--- config.mk ---
export PLATFORM = sky130hd
export DESIGN_NAME = dma4_engine
export DESIGN_NICKNAME = d
export VERILOG_FILES = /design/src/rtl/dma4_pkg.sv /design/src/rtl/dma4_prio.sv /design/src/rtl/dma4_step.sv /design/src/rtl/dma4_engine.sv
export SDC_FILE = /design/constraint.sdc
export NUM_CORES = 1
export LEC_CHECK = 0
export BUFFER_PORTS_ARGS = -buffer_cell sky130_fd_sc_hd__buf_4
export CAP_MARGIN = 10
export CORE_ASPECT_RATIO = 1.4
export CORE_MARGIN = 1.5
export CORE_UTILIZATION = 55
export DETAILED_ROUTE_END_ITERATION = 6
export GPL_TIMING_DRIVEN = 0
export HOLD_SLACK_MARGIN = 0.05
export PLACE_DENSITY = 0.73
export SYNTH_ARGS = -nofsm -noshare
export SYNTH_HDL_FRONTEND = slang
export SYNTH_SLANG_ARGS = --single-unit
--- constraint.sdc ---
create_clock -name clk -period 5.85 [get_ports clk]
set_clock_uncertainty 0.2 [all_clocks]
set_input_delay 0 -clock clk [delete_from_list [all_inputs] [get_ports clk]]
set_output_delay 0 -clock clk [all_outputs]
set_load 0.05 [all_outputs]
--- src/rtl/dma4_pkg.sv ---
package dma4_pkg;
    typedef enum logic [2:0] {
        ST_IDLE,
        ST_REQ,
        ST_XFER,
        ST_RD,
        ST_WR
    } dma_st_e;
endpackage

--- src/rtl/dma4_prio.sv ---
module dma4_prio #(
    parameter int NCH = 4,
    localparam int CW = (NCH > 1) ? $clog2(NCH) : 1
) (
    input  logic [NCH-1:0] req_i,
    output logic           any_o,
    output logic [CW-1:0]  idx_o
);
    always_comb begin
        any_o = |req_i;
        idx_o = '0;
        for (int i = NCH - 1; i >= 0; i--) begin
            if (req_i[i]) idx_o = CW'(i);
        end
    end


    always_comb begin
        if (any_o) begin
            prio_pick_chk: assert (req_i[idx_o] && ((req_i & ((NCH'(1) << idx_o) - NCH'(1))) == '0));
        end
    end
endmodule

--- src/rtl/dma4_step.sv ---
module dma4_step #(
    parameter int AW = 16
) (
    input  logic [AW-1:0] addr_i,
    input  logic [AW-1:0] cnt_i,
    input  logic          dec_i,
    input  logic          fix_i,
    output logic [AW-1:0] addr_o,
    output logic [AW-1:0] cnt_o,
    output logic          last_o
);
    always_comb begin
        if (fix_i)      addr_o = addr_i;
        else if (dec_i) addr_o = addr_i - AW'(1);
        else            addr_o = addr_i + AW'(1);
        cnt_o  = cnt_i - AW'(1);
        last_o = (cnt_i == '0);
    end
endmodule

--- src/rtl/dma4_engine.sv ---
module dma4_engine #(
    parameter int NCH = 4,
    parameter int AW  = 16,
    parameter int DW  = 8,
    localparam int CW = (NCH > 1) ? $clog2(NCH) : 1,
    localparam int SW = $clog2(3 * NCH + 3)
) (
    input  logic           clk,
    input  logic           rst_n,
    input  logic           cfg_we,
    input  logic [SW-1:0]  cfg_sel,
    input  logic [AW-1:0]  cfg_wdata,
    input  logic           cfg_re,
    output logic [NCH-1:0] status_o,
    input  logic [NCH-1:0] dreq,
    output logic [NCH-1:0] dack,
    output logic           hold_req,
    input  logic           hold_ack,
    input  logic           ready,
    output logic [AW-1:0]  addr_o,
    output logic           addr_oe,
    output logic           mem_rd,
    output logic           mem_wr,
    output logic           io_rd,
    output logic           io_wr,
    input  logic [DW-1:0]  data_i,
    output logic [DW-1:0]  data_o,
    output logic           data_oe,
    input  logic           eop_i,
    output logic           eop_o
);
    import dma4_pkg::*;

    localparam int SEL_CMD  = 3 * NCH;
    localparam int SEL_MASK = 3 * NCH + 1;
    localparam int SEL_SREQ = 3 * NCH + 2;

    typedef struct packed {
        dma_st_e                 st;
        logic [CW-1:0]           ch;
        logic [NCH-1:0][AW-1:0]  addr;
        logic [NCH-1:0][AW-1:0]  cnt;
        logic [NCH-1:0][1:0]     mode;
        logic [1:0]              cmd;
        logic [NCH-1:0]          mask;
        logic [NCH-1:0]          sreq;
        logic [NCH-1:0]          tc;
        logic [DW-1:0]           hbuf;
    } eng_t;

    eng_t s_q, s_d;

    logic [NCH-1:0]          pend;
    logic                    pend_any;
    logic [CW-1:0]           pend_idx;
    logic [NCH-1:0][AW-1:0]  addr_nx;
    logic [NCH-1:0][AW-1:0]  cnt_nx;
    logic [NCH-1:0]          last;

    assign pend = (dreq | s_q.sreq) & ~s_q.mask;

    dma4_prio #(.NCH(NCH)) u_prio (
        .req_i (pend),
        .any_o (pend_any),
        .idx_o (pend_idx)
    );

    for (genvar g = 0; g < NCH; g++) begin : g_step
        dma4_step #(.AW(AW)) u_step (
            .addr_i (s_q.addr[g]),
            .cnt_i  (s_q.cnt[g]),
            .dec_i  (s_q.mode[g][1]),
            .fix_i  ((g == 0) && s_q.cmd[0] && s_q.cmd[1]),
            .addr_o (addr_nx[g]),
            .cnt_o  (cnt_nx[g]),
            .last_o (last[g])
        );
    end

    always_comb begin
        s_d      = s_q;
        hold_req = 1'b0;
        addr_oe  = 1'b0;
        addr_o   = '0;
        mem_rd   = 1'b0;
        mem_wr   = 1'b0;
        io_rd    = 1'b0;
        io_wr    = 1'b0;
        dack     = '0;
        data_o   = '0;
        data_oe  = 1'b0;
        eop_o    = 1'b0;

        if (cfg_we) begin
            for (int i = 0; i < NCH; i++) begin
                if (cfg_sel == SW'(i))           s_d.addr[i] = cfg_wdata;
                if (cfg_sel == SW'(NCH + i))     s_d.cnt[i]  = cfg_wdata;
                if (cfg_sel == SW'(2 * NCH + i)) s_d.mode[i] = cfg_wdata[1:0];
            end
            if (cfg_sel == SW'(SEL_CMD))  s_d.cmd  = cfg_wdata[1:0];
            if (cfg_sel == SW'(SEL_MASK)) s_d.mask = cfg_wdata[NCH-1:0];
            if (cfg_sel == SW'(SEL_SREQ)) s_d.sreq = s_q.sreq | cfg_wdata[NCH-1:0];
        end
        if (cfg_re) s_d.tc = '0;

        unique case (s_q.st)
            ST_IDLE: begin
                if (s_q.cmd[0]) begin
                    if (s_q.sreq[0] && !s_q.mask[0]) begin
                        s_d.st = ST_REQ;
                        s_d.ch = '0;
                    end
                end else if (pend_any) begin
                    s_d.st = ST_REQ;
                    s_d.ch = pend_idx;
                end
            end
            ST_REQ: begin
                hold_req = 1'b1;
                if (hold_ack) s_d.st = s_q.cmd[0] ? ST_RD : ST_XFER;
            end
            ST_XFER: begin
                hold_req       = 1'b1;
                addr_oe        = 1'b1;
                addr_o         = s_q.addr[s_q.ch];
                dack[s_q.ch]   = 1'b1;
                eop_o          = last[s_q.ch];
                if (s_q.mode[s_q.ch][0]) begin
                    io_rd  = 1'b1;
                    mem_wr = 1'b1;
                end else begin
                    mem_rd = 1'b1;
                    io_wr  = 1'b1;
                end
                if (ready) begin
                    s_d.addr[s_q.ch] = addr_nx[s_q.ch];
                    s_d.cnt[s_q.ch]  = cnt_nx[s_q.ch];
                    if (last[s_q.ch]) begin
                        s_d.tc[s_q.ch]   = 1'b1;
                        s_d.sreq[s_q.ch] = 1'b0;
                        s_d.st           = ST_IDLE;
                    end else if (eop_i) begin
                        s_d.sreq[s_q.ch] = 1'b0;
                        s_d.st           = ST_IDLE;
                    end else if (!pend[s_q.ch]) begin
                        s_d.st = ST_IDLE;
                    end
                end
            end
            ST_RD: begin
                hold_req = 1'b1;
                addr_oe  = 1'b1;
                addr_o   = s_q.addr[0];
                mem_rd   = 1'b1;
                if (ready) begin
                    s_d.hbuf = data_i;
                    s_d.st   = ST_WR;
                end
            end
            ST_WR: begin
                hold_req = 1'b1;
                addr_oe  = 1'b1;
                addr_o   = s_q.addr[1];
                mem_wr   = 1'b1;
                data_o   = s_q.hbuf;
                data_oe  = 1'b1;
                eop_o    = last[1];
                if (ready) begin
                    s_d.addr[0] = addr_nx[0];
                    s_d.addr[1] = addr_nx[1];
                    s_d.cnt[0]  = cnt_nx[0];
                    s_d.cnt[1]  = cnt_nx[1];
                    if (last[1]) begin
                        s_d.tc[1]   = 1'b1;
                        s_d.sreq[0] = 1'b0;
                        s_d.st      = ST_IDLE;
                    end else if (eop_i) begin
                        s_d.sreq[0] = 1'b0;
                        s_d.st      = ST_IDLE;
                    end else begin
                        s_d.st = ST_RD;
                    end
                end
            end
            default: s_d.st = ST_IDLE;
        endcase
    end

    always_ff @(posedge clk) begin
        if (!rst_n) begin
            s_q      <= '0;
            s_q.st   <= ST_IDLE;
        end else begin
            s_q <= s_d;
        end
    end

    assign status_o = s_q.tc;


    strobe_needs_ack_chk: assert property (@(posedge clk) disable iff (!rst_n)
        (addr_oe || mem_rd || mem_wr || io_rd || io_wr || (dack != '0)) |-> hold_req);


    strobe_excl_chk: assert property (@(posedge clk) disable iff (!rst_n)
        !(mem_rd && mem_wr) && !(io_rd && io_wr));


    wait_stable_chk: assert property (@(posedge clk) disable iff (!rst_n)
        (addr_oe && !ready) |=> (addr_oe && $stable(addr_o) && $stable(dack)));


    eop_release_chk: assert property (@(posedge clk) disable iff (!rst_n)
        (eop_o && ready) |=> !hold_req);


    dack_onehot_chk: assert property (@(posedge clk) disable iff (!rst_n)
        $onehot0(dack));
endmodule

==> flow_summary.json, run 1 <==
{
  "status": "complete, but fails checks",
  "violations": "DRC",
  "io-pin-count": 79,
  "comb_power_share_pct": 42.6,
  "p_leak_nw": 6.11,
  "cpPeakStageDelay_ns": 0.68,
  "r2r_cells": 9,
  "tightest_slew_ns": 1.28,
  "yosysSeqAreaShare_pct": 26.1,
  "die_h_um": 181,
  "synth-xor-area-share_pct": 7.58,
  "synthCells": 1576,
  "drive_gt1_share_pct": 9.25,
  "cts_max_level": 4,
  "setup-tns-final_ns": 0,
  "syn_area_per_cell_um2": 7.92,
  "synth_area_um2": 12500,
  "setup_viol": 0,
  "crit_chain": "clkbuf_1 -> or2_2 -> clkbuf_1 -> a21oi_1 -> clkbuf_1 -> a222oi_1 -> nand2_1 -> buf_4",
  "post-dp-hpwl_mm": 38.2,
  "hold-path-endpoint": "s_q[3]",
  "routed_wirelength_mm": 52.4,
  "yosys.cell_types.count": 72,
  "cts_tree": "built",
  "crit_fanout": 10,
  "initial_core_util_pct": 55.6,
  "fin_crit_ns": 4.11,
  "hold_viol_final": 0,
  "hold_path_depth": 4,
  "wire_per_inst_um": 26.0,
  "cp-end-kind": "output port",
  "power_density_nw_per_um2": 292,
  "arrival_ns": 3.91,
  "synth-edff-count": 0,
  "fmax_ghz": 0.243,
  "ir_drop_uv": 296,
  "synth_seq_cells": 163,
  "power.share.sequential_pct": 30.4,
  "drv_cap": 0,
  "root_buffer": "clkbuf_16",
  "p_sw_mw": 1.78,
  "die_w_um": 130,
  "cts_setup_buffers": 0,
  "synth_top_family_by_area": "compound AO/OA/AOI/OAI gates",
  "worstSkewPairLatency_ns": 0.45,
  "required_ns": 5.65,
  "dp_slack_ns": 1.97,
  "reg2reg_to": "s_q[54]",
  "grt-ovfl-total": 0,
  "final_antenna_net_count": 0,
  "cts_buffers": 17,
  "drc": 5,
  "core_area_um2": 22400,
  "gp_congestion": 1.11,
  "min-delay-start": "data_i[3]",
  "p_sw_share_pct": 42.6,
  "areaGrowthSynthToFinish_pct": 14.4,
  "grt_pass1_wl_mm": 76.9,
  "yosys.area_share.adder_pct": 7.06,
  "syn-num-nets": 1683,
  "port_buffers": 67,
  "worstSetupStartpointType": "register",
  "vias": 13680,
  "dieArea_um2": 23600,
  "grt.total_usage_pct": 44.6,
  "final_nets": 1805,
  "p_int_mw": 2.40,
  "vias_per_cell": 6.81,
  "antenna_found_initial": 2,
  "worst_slew_margin_rel_pct": 14.7,
  "timing.rr.start": "s_q[158]",
  "synth_flop_cell": "dfxtp_1",
  "synth-compound-area-share_pct": 24.4,
  "drv_slew": 0,
  "clk_pin_slew_ns": 0.07,
  "clock-sinks": 163,
  "fin_ws_ns": 1.74,
  "crit_path_frequent_cell": "clkbuf_1",
  "dr.first_iter.drc_count": 1617,
  "fin_util_pct": 63.6,
  "clock_power_share_pct": 27.0,
  "ctsResizeCount": 0,
  "reg2reg_slack_ns": 1.75,
  "cts.hold.buffers_added": 35,
  "timing.final.crit_share_pct": 70.3,
  "synthArstFlopShare_pct": 0,
  "min_path_type": "input port to register",
  "synth_mux_area_share_pct": 9.87,
  "final_common_cell": "nor2_1",
  "worst_path_max_delay_cell": "a222oi_1",
  "first_global_vias": 12982,
  "synth-simple-area-share_pct": 20.8,
  "worst-setup-path-type": "register to output port",
  "clockBufferDepth": 2,
  "placementRows": 65,
  "ys_warn_count": 0,
  "grt_max_degree": 21,
  "rsz0062_at_grt": "no",
  "drtPass1Iterations": 7,
  "layout_common_cells": "nor2_1, dfxtp_1, nand2_1, a21oi_1, a211oi_1"
}
[kinds of logic after synthesis]
logic type / count (synthesis)
muxes: 97
and+or+nand+nor: 548
buffers and inverters: 135
DFF: 163
AOI/OAI and AO/OA: 457
xor gates and xnor gates: 108
adders and majority gates: 68
[area by class of cell]
class	instances	area, um^2
multi-input cells	1278	8700
fillers	2065	8160
flip-flops and latches	163	3260
repair buffers	103	858
clock buffers	19	443
plain buffers	102	402
well taps	301	377
inverters	33	124
clock inverters	10	113
diodes	1	2.50
[through the flow]
| stage | cell area [um^2] | power, mW | instances | hold slack (ns) |
|---|---|---|---|---|
| 6_report | 14300 | 4.18 | 2010 | 0.164 |
| 5_1_grt | 14300 | 4.29 | 2009 | 0.128 |
| 4_1_cts | 14300 | 4.09 | 2009 | 0.134 |
| 3_5_place_dp | 13400 | 2.96 | 1945 | 0.0593 |
| 3_3_place_gp | 13400 | 2.95 | 1944 | 0.0474 |
| 2_1_floorplan | 12500 | 2.38 | 1576 | -0.0640 |
[worst max-delay path, delay by kind of cell (launching register included)]
kind | cells | cell delay, ns
AND/OR/NAND/NOR | 2 | 0.38
buffers and inverters | 4 | 1.61
AO/OA/AOI/OAI | 2 | 1.15
flip-flops | 1 | 0.31
[power groups by stage]
stage | logic (mW) | clock network [mW] | registers [mW]
after floorplan | 1.12 | 0 | 1.26
after global placement | 1.66 | 0 | 1.29
after detailed placement | 1.68 | 0 | 1.29
after CTS | 1.70 | 1.13 | 1.26
after global routing | 1.84 | 1.17 | 1.27
final | 1.78 | 1.13 | 1.27
[metal layers]
layer	vias up	share of wire (%)	global-route usage, %
li1	6062	-	-
met1	6391	34	49.4
met2	883	45	68.9
met3	344	8.6	9.77
met4	0	12	43.5
met5	-	0	0
[cells in the mapped netlist (5+ instances only)]
| master | n | area share (%) |
|---|---|---|
| nor3_1 | 40 | 1.6 |
| a31oi_1 | 12 | 0.60 |
| or2_2 | 7 | 0.35 |
| xor2_1 | 49 | 3.4 |
| nor4_1 | 21 | 1.1 |
| nand2b_1 | 18 | 0.90 |
| or4_1 | 9 | 0.54 |
| a211o_1 | 5 | 0.35 |
| dfxtp_1 | 163 | 26 |
| ha_1 | 64 | 6.4 |
| a211oi_1 | 97 | 5.8 |
| o21ai_0 | 71 | 2.8 |
| inv_1 | 32 | 0.96 |
| mux2_2 | 19 | 1.7 |
| and3_1 | 20 | 1.0 |
| or3_1 | 18 | 0.90 |
| a22oi_1 | 5 | 0.30 |
| clkbuf_1 | 85 | 2.6 |
| a311oi_1 | 5 | 0.35 |
| buf_1 | 10 | 0.30 |
| o22ai_1 | 27 | 1.4 |
| o21bai_1 | 10 | 0.60 |
| a21oi_1 | 117 | 4.7 |
| nor2b_1 | 34 | 1.7 |
| a21o_1 | 21 | 1.3 |
| a221oi_1 | 10 | 0.70 |
| nand3_1 | 16 | 0.64 |
| xnor2_1 | 59 | 4.1 |
| nor2_1 | 204 | 6.1 |
| and2_1 | 6 | 0.30 |
| mux2i_1 | 59 | 4.7 |
| o21a_1 | 13 | 0.78 |
| nor3b_1 | 5 | 0.30 |
| mux4_2 | 19 | 3.4 |
| nand2_1 | 130 | 3.9 |
| a222oi_1 | 20 | 1.6 |
[worst max-delay path by stage]
stage	to	depth (start not counted)	slack [ns]	startpoint
after floorplan	s_q[109]	7	2.71	s_q[23]
after global placement	s_q[54]	9	1.98	s_q[158]
after detailed placement	s_q[54]	9	1.97	s_q[158]
after CTS	eop_o	8	1.92	s_q[159]
after global routing	s_q[54]	9	1.56	s_q[158]
final	addr_o[1]	8	1.74	s_q[159]
[sequential cells by signal, indices dropped and copies added (netlist names)]
register and count:
s_q 159, status_o 4
Power figures use the tool's default switching activity.
==> run 2: changes to the inputs <==
--- a/config.mk
+++ b/config.mk
@@ -5,6 +5,7 @@
 export SDC_FILE = /design/constraint.sdc
 export NUM_CORES = 1
 export LEC_CHECK = 0
+export ABC_AREA = 1
 export BUFFER_PORTS_ARGS = -buffer_cell sky130_fd_sc_hd__buf_4
 export CAP_MARGIN = 10
 export CORE_ASPECT_RATIO = 1.4
==> constraint.sdc (replaced) <==
create_clock -name clk -period 4.1 [get_ports clk]
set_clock_uncertainty 0.2 [all_clocks]
set_input_delay 0 -clock clk [delete_from_list [all_inputs] [get_ports clk]]
set_output_delay 0 -clock clk [all_outputs]
set_load 0.05 [all_outputs]
==> flow_summary.json, run 2 <==
{
  "critPathTopFamily": "buffers and inverters",
  "hold_path_depth": 6,
  "ys_warn_count": 0,
  "worst_path_max_delay_cell": "dfxtp_1",
  "first_global_vias": 17335,
  "largest-register": "s_q",
  "fmax_ghz": 0.285,
  "root_buffer": "clkbuf_16",
  "synth_seq_cells": 163,
  "grt-ovfl-total": 0,
  "worstSkewPairLatency_ns": 0.46,
  "core_area_um2": 25600,
  "timing.rr.start": "s_q[25]",
  "drv_slew": 0,
  "clock-sinks": 163,
  "status": "complete, but fails checks",
  "synth_common_cells": "nand2_1, inv_1, nor2_1, a21oi_1, o21ai_0",
  "final_common_cell": "nand2_1",
  "gp_congestion": 1.07,
  "cts_tree": "built",
  "cts_buffers": 17,
  "rsz0062_at_grt": "no",
  "final_nets": 2675,
  "placementRows": 69,
  "synth_top_area_share_pct": 22.7,
  "hold_viol_final": 0,
  "layoutNonFillerInstCount": 2902,
  "timing.final.crit_share_pct": 85.6,
  "vias": 18545,
  "min-delay-start": "dreq[2]",
  "post-dp-hpwl_mm": 50.5,
  "synthArstFlopShare_pct": 0,
  "arrival_ns": 3.31,
  "grt_max_degree": 18,
  "cts_max_level": 4,
  "cts_setup_buffers": 0,
  "synthCells": 2428,
  "postLayoutCellArea_um2": 16400,
  "port_buffers": 76,
  "reg2reg_slack_ns": 0.60,
  "synth_area_um2": 14400,
  "placed_area_um2": 15300,
  "reg2reg_to": "s_q[114]",
  "r2r_cells": 8,
  "final_antenna_net_count": 0,
  "drive_gt1_share_pct": 7.94,
  "crit_path_frequent_cell": "inv_2",
  "dr.first_iter.drc_count": 2742,
  "areaGrowthSynthToFinish_pct": 14.0,
  "violations": "DRC",
  "die_h_um": 194,
  "initial_core_util_pct": 56.2,
  "drv_cap": 0,
  "layout_common_cells": "nand2_1, inv_1, nor2_1, a21oi_1, o21ai_0",
  "dp.cells": 2823,
  "crit_chain": "inv_2 -> nor2_4 -> inv_2 -> nor2_2 -> inv_2 -> nand2_1 -> buf_2 -> nand2_1 -> o2111ai_1 -> buf_4",
  "clockBufferDepth": 2,
  "drtPass1Iterations": 7,
  "synth_flop_cell": "dfxtp_1",
  "die_w_um": 140,
  "clk_pin_slew_ns": 0.07,
  "grt.total_usage_pct": 50.5,
  "syn_area_per_cell_um2": 5.92,
  "worst_slew_margin_rel_pct": 28.1,
  "worst-setup-path-type": "register to output port",
  "synth-edff-count": 0,
  "critPathBufInv": 5,
  "yosysSeqAreaShare_pct": 22.7,
  "vias_per_cell": 6.39,
  "dieArea_um2": 27100,
  "yosys.cell_types.count": 51,
  "p_leak_nw": 7.81,
  "yosysTopAreaCell": "dfxtp_1",
  "wire_per_inst_um": 23.8,
  "fin_util_pct": 64.1,
  "worstSetupStartpointType": "register",
  "crit_fanout": 10,
  "yosys-top-cells-area": "dfxtp_1, nand2_1, a21oi_1, inv_1, o21ai_0",
  "setup_viol": 0,
  "grt_pass1_wl_mm": 102,
  "ir_drop_uv": 601,
  "syn-num-nets": 2535,
  "hold-path-endpoint": "s_q[158]",
  "largest_reg_flops": 159,
  "cpPeakStageDelay_ns": 0.54,
  "tightest_slew_ns": 1.08,
  "drc": 8,
  "io-pin-count": 79,
  "required_ns": 3.90,
  "routed_wirelength_mm": 69.0,
  "antenna_found_initial": 4,
  "fin_total_pwr_mw": 8.18,
  "fin_crit_ns": 3.51,
  "power_density_nw_per_um2": 499,
  "min_path_type": "input port to register",
  "setup-tns-final_ns": 0,
  "cp-end-kind": "output port",
  "synth_most_common_cell": "nand2_1"
}
run 2: cell count changes after synthesis, moves of 22 or more:
cell      before  now
nand3_1       16  159
buf_2          2   29
nand4_1        4   32
a211oi_1      97   16
xnor2_1       59   20
inv_1         32  283
xor2_1        49   27
mux2i_1       59    6
a21oi_1      117  213
clkbuf_1      85   55
o211ai_1       4   45
nor2b_1       34    0
o21ai_0       71  207
nand2_1      130  685
run 2: per-layer routing:
metal | routed length [um] | part of all wire [%] | vias to the layer above | track usage (%)
met2 | 29700 | 43 | 1407 | 77.7
met3 | 8590 | 12 | 447 | 14.0
met1 | 23100 | 33 | 8367 | 56.7
met4 | 7620 | 11 | 4 | 45.7
li1 | - | - | 8320 | -
met5 | 25 | 0.036 | - | 1.63
run 2: kinds of logic (layout without fill, tap and decap cells):
kind of cell	after synthesis	after routing	share of synthesized area (%)
AO/OA/AOI/OAI	572	572	22.6
multiplexers	6	6	0.418
XOR/XNOR	47	47	2.86
AND/OR/NAND/NOR	1173	1173	34.3
flip-flops	163	163	22.7
adder cells (fa/ha/maj)	68	68	6.13
other	0	2	0
buffers and inverters	399	552	11.0
run 2: where the power goes:
group	switching (mW)	internal, mW
Sequential	0.181	1.73
Clock	0.800	0.906
Combinational	3.37	1.19
run 2: area by class of cell:
type | instances | area [um^2]
antenna | 2 | 5.00
buffer | 99 | 449
clock buffer | 18 | 429
clock inverter | 14 | 155
fill | 2492 | 9180
inverter | 300 | 1130
multi-input combinational | 1866 | 9530
sequential | 163 | 3260
tap | 319 | 399
timing repair buffer | 121 | 1020
run 2: timing repair:
action,4_1_cts,5_1_grt
hold endpoints to repair,85,0
hold buffers,45,0
resized for setup,0,0
run 2: through the flow:
stage	setup WS, ns	hold slack (ns)
2_1_floorplan	1.25	-0.0278
5_1_grt	0.512	0.202
4_1_cts	0.804	0.0904
3_5_place_dp	1.02	0.0864
6_report	0.592	0.115
3_3_place_gp	1.02	0.0808
run 2: how the worst max path moves through the flow:
| stage | from | end | slack, ns | cells after the start |
|---|---|---|---|---|
| floorplan | s_q[160] | addr_o[10] | 1.25 | 7 |
| global route | s_q[25] | s_q[98] | 0.51 | 9 |
| CTS | s_q[158] | addr_o[1] | 0.80 | 10 |
| finish | s_q[158] | addr_o[1] | 0.59 | 10 |
| detailed placement | s_q[23] | s_q[98] | 1.02 | 10 |
| global placement | s_q[23] | s_q[98] | 1.02 | 10 |
run 2: worst reg2reg max path: cells and delay by family (launching register included):
| family | cells | cell delay (ns) |
|---|---|---|
| and+or+nand+nor | 3 | 0.40 |
| adders and majority gates | 1 | 0.44 |
| DFF | 1 | 0.87 |
| xor gates and xnor gates | 1 | 0.80 |
| AOI/OAI and AO/OA | 3 | 0.69 |
